`src/rtl/alias_rf_pkg.sv`:
```
package alias_rf_pkg;
  typedef enum logic [1:0] {
    PART_DWORD = 2'b00,
    PART_WORD  = 2'b01,
    PART_HIGH  = 2'b10,
    PART_LOW   = 2'b11
  } part_e;

  function automatic logic part_is_byte(part_e p);
    return (p == PART_HIGH) || (p == PART_LOW);
  endfunction
endpackage

```
`src/rtl/alias_part_decode.sv`:
```
module alias_part_decode
  import alias_rf_pkg::*;
#(
  parameter int NUM_REGS  = 8,
  parameter int BYTE_REGS = 4,
  parameter int NOIDX_REG = 4,
  localparam int IDX_W    = $clog2(NUM_REGS)
) (
  input  logic [IDX_W-1:0] idx_i,
  input  part_e            part_i,
  output logic             legal_o,
  output logic             idx_ok_o
);
  // byte views only exist on the low BYTE_REGS registers
  always_comb begin
    legal_o = 1'b1;
    if (part_is_byte(part_i) && (int'(idx_i) >= BYTE_REGS)) legal_o = 1'b0;
  end

  assign idx_ok_o = (int'(idx_i) != NOIDX_REG);
endmodule

```
`src/rtl/alias_read_mux.sv`:
```
module alias_read_mux
  import alias_rf_pkg::*;
#(
  parameter int DATA_W = 32,
  parameter int WORD_W = 16,
  localparam int BYTE_W = WORD_W / 2
) (
  input  logic [DATA_W-1:0] reg_i,
  input  part_e             part_i,
  input  logic              legal_i,
  output logic [DATA_W-1:0] data_o
);
  always_comb begin
    data_o = '0;
    if (legal_i) begin
      unique case (part_i)
        PART_DWORD: data_o = reg_i;
        PART_WORD:  data_o[WORD_W-1:0] = reg_i[WORD_W-1:0];
        PART_HIGH:  data_o[BYTE_W-1:0] = reg_i[WORD_W-1:BYTE_W];
        PART_LOW:   data_o[BYTE_W-1:0] = reg_i[BYTE_W-1:0];
        default:    data_o = '0;
      endcase
    end
  end
endmodule

```
`src/rtl/alias_write_merge.sv`:
```
module alias_write_merge
  import alias_rf_pkg::*;
#(
  parameter int DATA_W = 32,
  parameter int WORD_W = 16,
  localparam int BYTE_W = WORD_W / 2
) (
  input  logic [DATA_W-1:0] old_i,
  input  logic [DATA_W-1:0] wdata_i,
  input  part_e             part_i,
  output logic [DATA_W-1:0] new_o
);
  always_comb begin
    new_o = old_i;
    unique case (part_i)
      PART_DWORD: new_o = wdata_i;
      PART_WORD:  new_o[WORD_W-1:0] = wdata_i[WORD_W-1:0];
      PART_HIGH:  new_o[WORD_W-1:BYTE_W] = wdata_i[BYTE_W-1:0];
      PART_LOW:   new_o[BYTE_W-1:0] = wdata_i[BYTE_W-1:0];
      default:    new_o = old_i;
    endcase
  end
endmodule

```
`src/rtl/alias_regfile.sv`:
```
module alias_regfile
  import alias_rf_pkg::*;
#(
  parameter int NUM_REGS  = 8,
  parameter int DATA_W    = 32,
  parameter int WORD_W    = 16,
  parameter int BYTE_REGS = 4,
  parameter int NOIDX_REG = 4,
  localparam int IDX_W    = $clog2(NUM_REGS),
  localparam int NUM_RD   = 2
) (
  input  logic              clk_i,
  input  logic              rst_ni,
  input  logic              we_i,
  input  logic [IDX_W-1:0]  waddr_i,
  input  logic [1:0]        wpart_i,
  input  logic [DATA_W-1:0] wdata_i,
  output logic              werr_o,
  input  logic [IDX_W-1:0]  raddr_a_i,
  input  logic [1:0]        rpart_a_i,
  output logic [DATA_W-1:0] rdata_a_o,
  output logic              rerr_a_o,
  output logic              idx_ok_a_o,
  input  logic [IDX_W-1:0]  raddr_b_i,
  input  logic [1:0]        rpart_b_i,
  output logic [DATA_W-1:0] rdata_b_o,
  output logic              rerr_b_o,
  output logic              idx_ok_b_o
);
  logic [DATA_W-1:0] regs_q [NUM_REGS];
  logic [NUM_REGS-1:0][DATA_W-1:0] regs_flat;

  // write path
  logic              wr_legal;
  logic              wr_idx_ok_unused;
  logic [DATA_W-1:0] wr_val;
  logic              wr_fire;

  alias_part_decode #(
    .NUM_REGS (NUM_REGS),
    .BYTE_REGS(BYTE_REGS),
    .NOIDX_REG(NOIDX_REG)
  ) u_wdec (
    .idx_i   (waddr_i),
    .part_i  (part_e'(wpart_i)),
    .legal_o (wr_legal),
    .idx_ok_o(wr_idx_ok_unused)
  );

  alias_write_merge #(
    .DATA_W(DATA_W),
    .WORD_W(WORD_W)
  ) u_merge (
    .old_i  (regs_q[waddr_i]),
    .wdata_i(wdata_i),
    .part_i (part_e'(wpart_i)),
    .new_o  (wr_val)
  );

  assign wr_fire = we_i && wr_legal;
  assign werr_o  = we_i && !wr_legal;

  for (genvar g = 0; g < NUM_REGS; g++) begin : g_reg
    always_ff @(posedge clk_i or negedge rst_ni) begin
      if (!rst_ni) begin
        regs_q[g] <= '0;
      end else if (wr_fire && (int'(waddr_i) == g)) begin
        regs_q[g] <= wr_val;
      end
    end
    assign regs_flat[g] = regs_q[g];
  end

  // read ports
  logic [IDX_W-1:0]  rd_idx   [NUM_RD];
  logic [1:0]        rd_part  [NUM_RD];
  logic [DATA_W-1:0] rd_data  [NUM_RD];
  logic              rd_legal [NUM_RD];
  logic              rd_idxok [NUM_RD];

  assign rd_idx[0]  = raddr_a_i;
  assign rd_part[0] = rpart_a_i;
  assign rd_idx[1]  = raddr_b_i;
  assign rd_part[1] = rpart_b_i;

  for (genvar p = 0; p < NUM_RD; p++) begin : g_rd
    alias_part_decode #(
      .NUM_REGS (NUM_REGS),
      .BYTE_REGS(BYTE_REGS),
      .NOIDX_REG(NOIDX_REG)
    ) u_rdec (
      .idx_i   (rd_idx[p]),
      .part_i  (part_e'(rd_part[p])),
      .legal_o (rd_legal[p]),
      .idx_ok_o(rd_idxok[p])
    );

    alias_read_mux #(
      .DATA_W(DATA_W),
      .WORD_W(WORD_W)
    ) u_rmux (
      .reg_i  (regs_q[rd_idx[p]]),
      .part_i (part_e'(rd_part[p])),
      .legal_i(rd_legal[p]),
      .data_o (rd_data[p])
    );
  end

  assign rdata_a_o  = rd_data[0];
  assign rerr_a_o   = !rd_legal[0];
  assign idx_ok_a_o = rd_idxok[0];
  assign rdata_b_o  = rd_data[1];
  assign rerr_b_o   = !rd_legal[1];
  assign idx_ok_b_o = rd_idxok[1];
endmodule

```
`config.mk`:
```
export PLATFORM = sky130hd
export DESIGN_NAME = alias_regfile
export DESIGN_NICKNAME = d
export VERILOG_FILES = /design/src/rtl/alias_rf_pkg.sv /design/src/rtl/alias_part_decode.sv /design/src/rtl/alias_read_mux.sv /design/src/rtl/alias_write_merge.sv /design/src/rtl/alias_regfile.sv
export SDC_FILE = /design/constraint.sdc
export NUM_CORES = 1
export LEC_CHECK = 0
export ABC_AREA = 1
export BUFFER_PORTS_ARGS = -buffer_cell sky130_fd_sc_hd__clkbuf_2
export CAP_MARGIN = 25
export CORE_ASPECT_RATIO = 0.5
export CORE_MARGIN = 2
export CORE_UTILIZATION = 45
export CTS_BUF_LIST = sky130_fd_sc_hd__clkbuf_8
export CTS_CLUSTER_DIAMETER = 40
export DETAILED_ROUTE_END_ITERATION = 6
export PLACE_DENSITY_LB_ADDON = 0.08
export SETUP_SLACK_MARGIN = 0.1
export SYNTH_ARGS = -nofsm -noshare
export SYNTH_HDL_FRONTEND = slang
export SYNTH_SLANG_ARGS = --single-unit
```
`constraint.sdc`:
```
create_clock -name clk_i -period 1.62 [get_ports clk_i]
set_input_delay 0.324 -clock clk_i [delete_from_list [all_inputs] [get_ports clk_i]]
set_output_delay 0.324 -clock clk_i [all_outputs]
set_load 0.02 [all_outputs]
```
==> results.ini <==
[pwr]
seqPwrFrac_pct=38.5
peakVddDrop_mv=0.643
p_comb_share_pct=33.3
power.total_w=0.0234
power_frac_clock_pct=28.2
p_sw_w=0.00889
p_int_w=0.0145
p_per_area_mw_per_mm2=977
p_leak_nw=12.1
swShare_pct=38.0

[logic_synthesis]
synth-edff-count=0
syn-num-nets=2915
synth_area_leaders=dfrtp_1, nand2_1, o211ai_1
yosysTopAreaCellShare_pct=36.1
synth_seq_cells=256
synth.most_common_cell=nand2_1
yosysWarnings=0
syn_avg_cell_area_sq_um=6.20
yosys.area.top_type=dfrtp_1
synthArstFlopShare_pct=100
ys.flop_type=dfrtp_1
yosys-top-cells-count=nand2_1, dfrtp_1, nand3_1, inv_1, o21ai_0
ys_seq_area_share_pct=36.1
synth_cell_types=24
postSynthCellCount=2865
syn_area_sq_mm=0.0178

[timing]
clock-skew-final_ns=0.0246
fmax_mhz=462
finalHoldViolCount=0
final-setup-viol-count=64
maxSlewHeadroom_pct=70.1
fin_crit_sh_pct=134
final-max-slew-violation-count=0
rsz0062_at_grt=true
tightest_slew_ns=0.449
period_needed_ns=2.16
tns_ns=-27.03
setup_ws_ns=-0.544

[finish]
drive_above_1_share_pct=24.8
largest_register_ffs=256
syn2layout_area_growth_pct=34.7
nFillCells=3617
stdcell_area_sq_mm=0.0239
nNetsFinal=3171
antenna_cells=0

[drt]
vias_per_cell=5.61
routedWlPerCell_um=20.1
drt_wl_total_um=74000
firstDrtPassIters=6
drtAntennaViolNets=0
vias=20700
first_iter_violations=2453
route.detailed.drc=0

[grt]
grt_pass1_vias=19000
antenna_found_initial=0
grt_overflow=0
track_usage_pct=35.2
grt_max_degree=70
grt_first_pass_wirelength_um=111000

[worst_setup_path]
critical_path_class=register to primary output
setup.worst_path.start=regs_flat[105]$_DFFE_PN0P_
setup.worst_path.end_class=primary output
start_kind=register
r2r_end=regs_flat[182]$_DFFE_PN0P_
r2r_start=regs_flat[182]$_DFFE_PN0P_
cp.arrival_ns=1.84
r2r_cells=10
critical_path_required_ns=1.30
critPathSlowestCell=dfrtp_1
cp-endpoint=rdata_b_o[1]
crit_path_frequent_cell=nand2_2
r2r_setup_slack_ns=0.24
cp_cell_sequence=inv_1 > nand2_1 > o211ai_1 > nand3_1 > nand2_2 > nand2_2 > nand2_2 > inv_2 > buf_8
crit_fanout=3
slowest_delay_ns=0.39

[cts]
cts_tree=done
clkLatencyLatePin_ns=0.60
cts_max_level=2
clockBufferDepth=3
clk_pin_slew_ns=0.07
cts_buffers=44
root_buffer=clkbuf_8
cts.sinks=256

[run]
maxCapViolCount=0

[floorplanning]
start_util_pct=45.6
dieArea_sq_mm=0.0412
io_pins=119
coreArea_sq_mm=0.0389
die_h_um=144
die_w_um=285
rows=51

[outcome]
violations=setup timing
status=finished with violations

[min_path]
min_path_type=input port to register

[place]
dp_hpwl_um=48500
place_congestion=0.953
place.port_buffers=118
placed_cell_area_sq_mm=0.0213

-- worst min path at each step --
stage	startpoint	to	slack [ns]	cells past startpoint
after floorplan	rst_ni	regs_flat[0]$_DFFE_PN0P_	0.03	0
after global placement	rst_ni	regs_flat[73]$_DFFE_PN0P_	0.21	1
after detailed placement	rst_ni	regs_flat[73]$_DFFE_PN0P_	0.21	1
after CTS	wdata_i[16]	regs_flat[112]$_DFFE_PN0P_	0.12	5
after global routing	wdata_i[16]	regs_flat[48]$_DFFE_PN0P_	0.16	5
final	wdata_i[16]	regs_flat[112]$_DFFE_PN0P_	0.14	5
-- stage by stage --
step                      worst slack, ns  hold slack [ns]  utilization, %  std cells
after floorplan                   -0.0301           0.0284               -       2865
after global placement             -0.297            0.211            54.6       3524
after detailed placement           -0.348            0.214            54.6       3524
after CTS                          -0.557            0.121            60.1       3659
after global routing               -0.621            0.156            61.5       3683
final                              -0.544            0.140            61.5       3683
-- worst max-delay path, delay by kind of cell (launching register included) --
family | cells | cell delay [ns]
compound gates | 1 | 0.09
simple gates | 5 | 0.51
flops | 1 | 0.39
buf+inv | 3 | 0.24
-- per-layer routing --
layer	vias up	track usage, %	wire [um]
met4	0	11.7	2370
li1	9632	-	-
met5	-	0	0
met1	9695	49.9	31900
met2	1163	54.8	32000
met3	183	5.79	7670
-- area by class of cell --
cell class,count,area [sq um],share of cell area [%]
Multi-Input combinational cell,2229,10800,45.1
Sequential cell,256,6410,26.8
Timing Repair Buffer,404,4420,18.5
Clock buffer,58,798,3.34
Inverter,186,706,2.95
Tap cell,530,663,2.77
Clock inverter,20,148,0.617
-- cells by family (layout without fill, tap and decap cells) --
family,Yosys count,after routing,share of synthesized area (%)
flip-flops,256,256,36.1
AND/OR/NAND/NOR,1787,1787,39.9
AO/OA/AOI/OAI,442,442,14.7
buffers and inverters,380,668,9.40
-- layout by cell type (no fill, tap or decap), types with 8 or more instances in the layout --
| cell | n |
|---|---|
| a21oi_2 | 54 |
| nand3_1 | 172 |
| buf_8 | 58 |
| dfrtp_1 | 256 |
| nor2_4 | 24 |
| o21ai_1 | 90 |
| clkbuf_8 | 61 |
| nor2_1 | 12 |
| o21ai_0 | 46 |
| nand2_1 | 1462 |
| nand2_2 | 105 |
| a31oi_4 | 32 |
| o211ai_1 | 129 |
| buf_6 | 15 |
| buf_4 | 202 |
| inv_2 | 75 |
| a22o_1 | 8 |
| buf_12 | 78 |
| a21oi_1 | 76 |
| inv_1 | 117 |
| clkbuf_2 | 46 |
-- power by group through the flow --
stage	registers [W]	clock network, W	logic [W]
after floorplan	0.00868	0	0.00448
after global placement	0.00905	0	0.00632
after detailed placement	0.00904	0	0.00647
after CTS	0.00890	0.00667	0.00730
after global routing	0.00913	0.00695	0.00859
final	0.00900	0.00661	0.00778
-- timing repair --
action	4_1_cts	5_1_grt
cloned	0	1
endpoints found under the hold margin	208	0
gates resized for setup	258	172
buffers inserted	56	23
endpoints found under the setup margin	65	65
hold buffers	1	0
pin swaps	65	66
No activity file was read; power rests on OpenSTA's default activity.
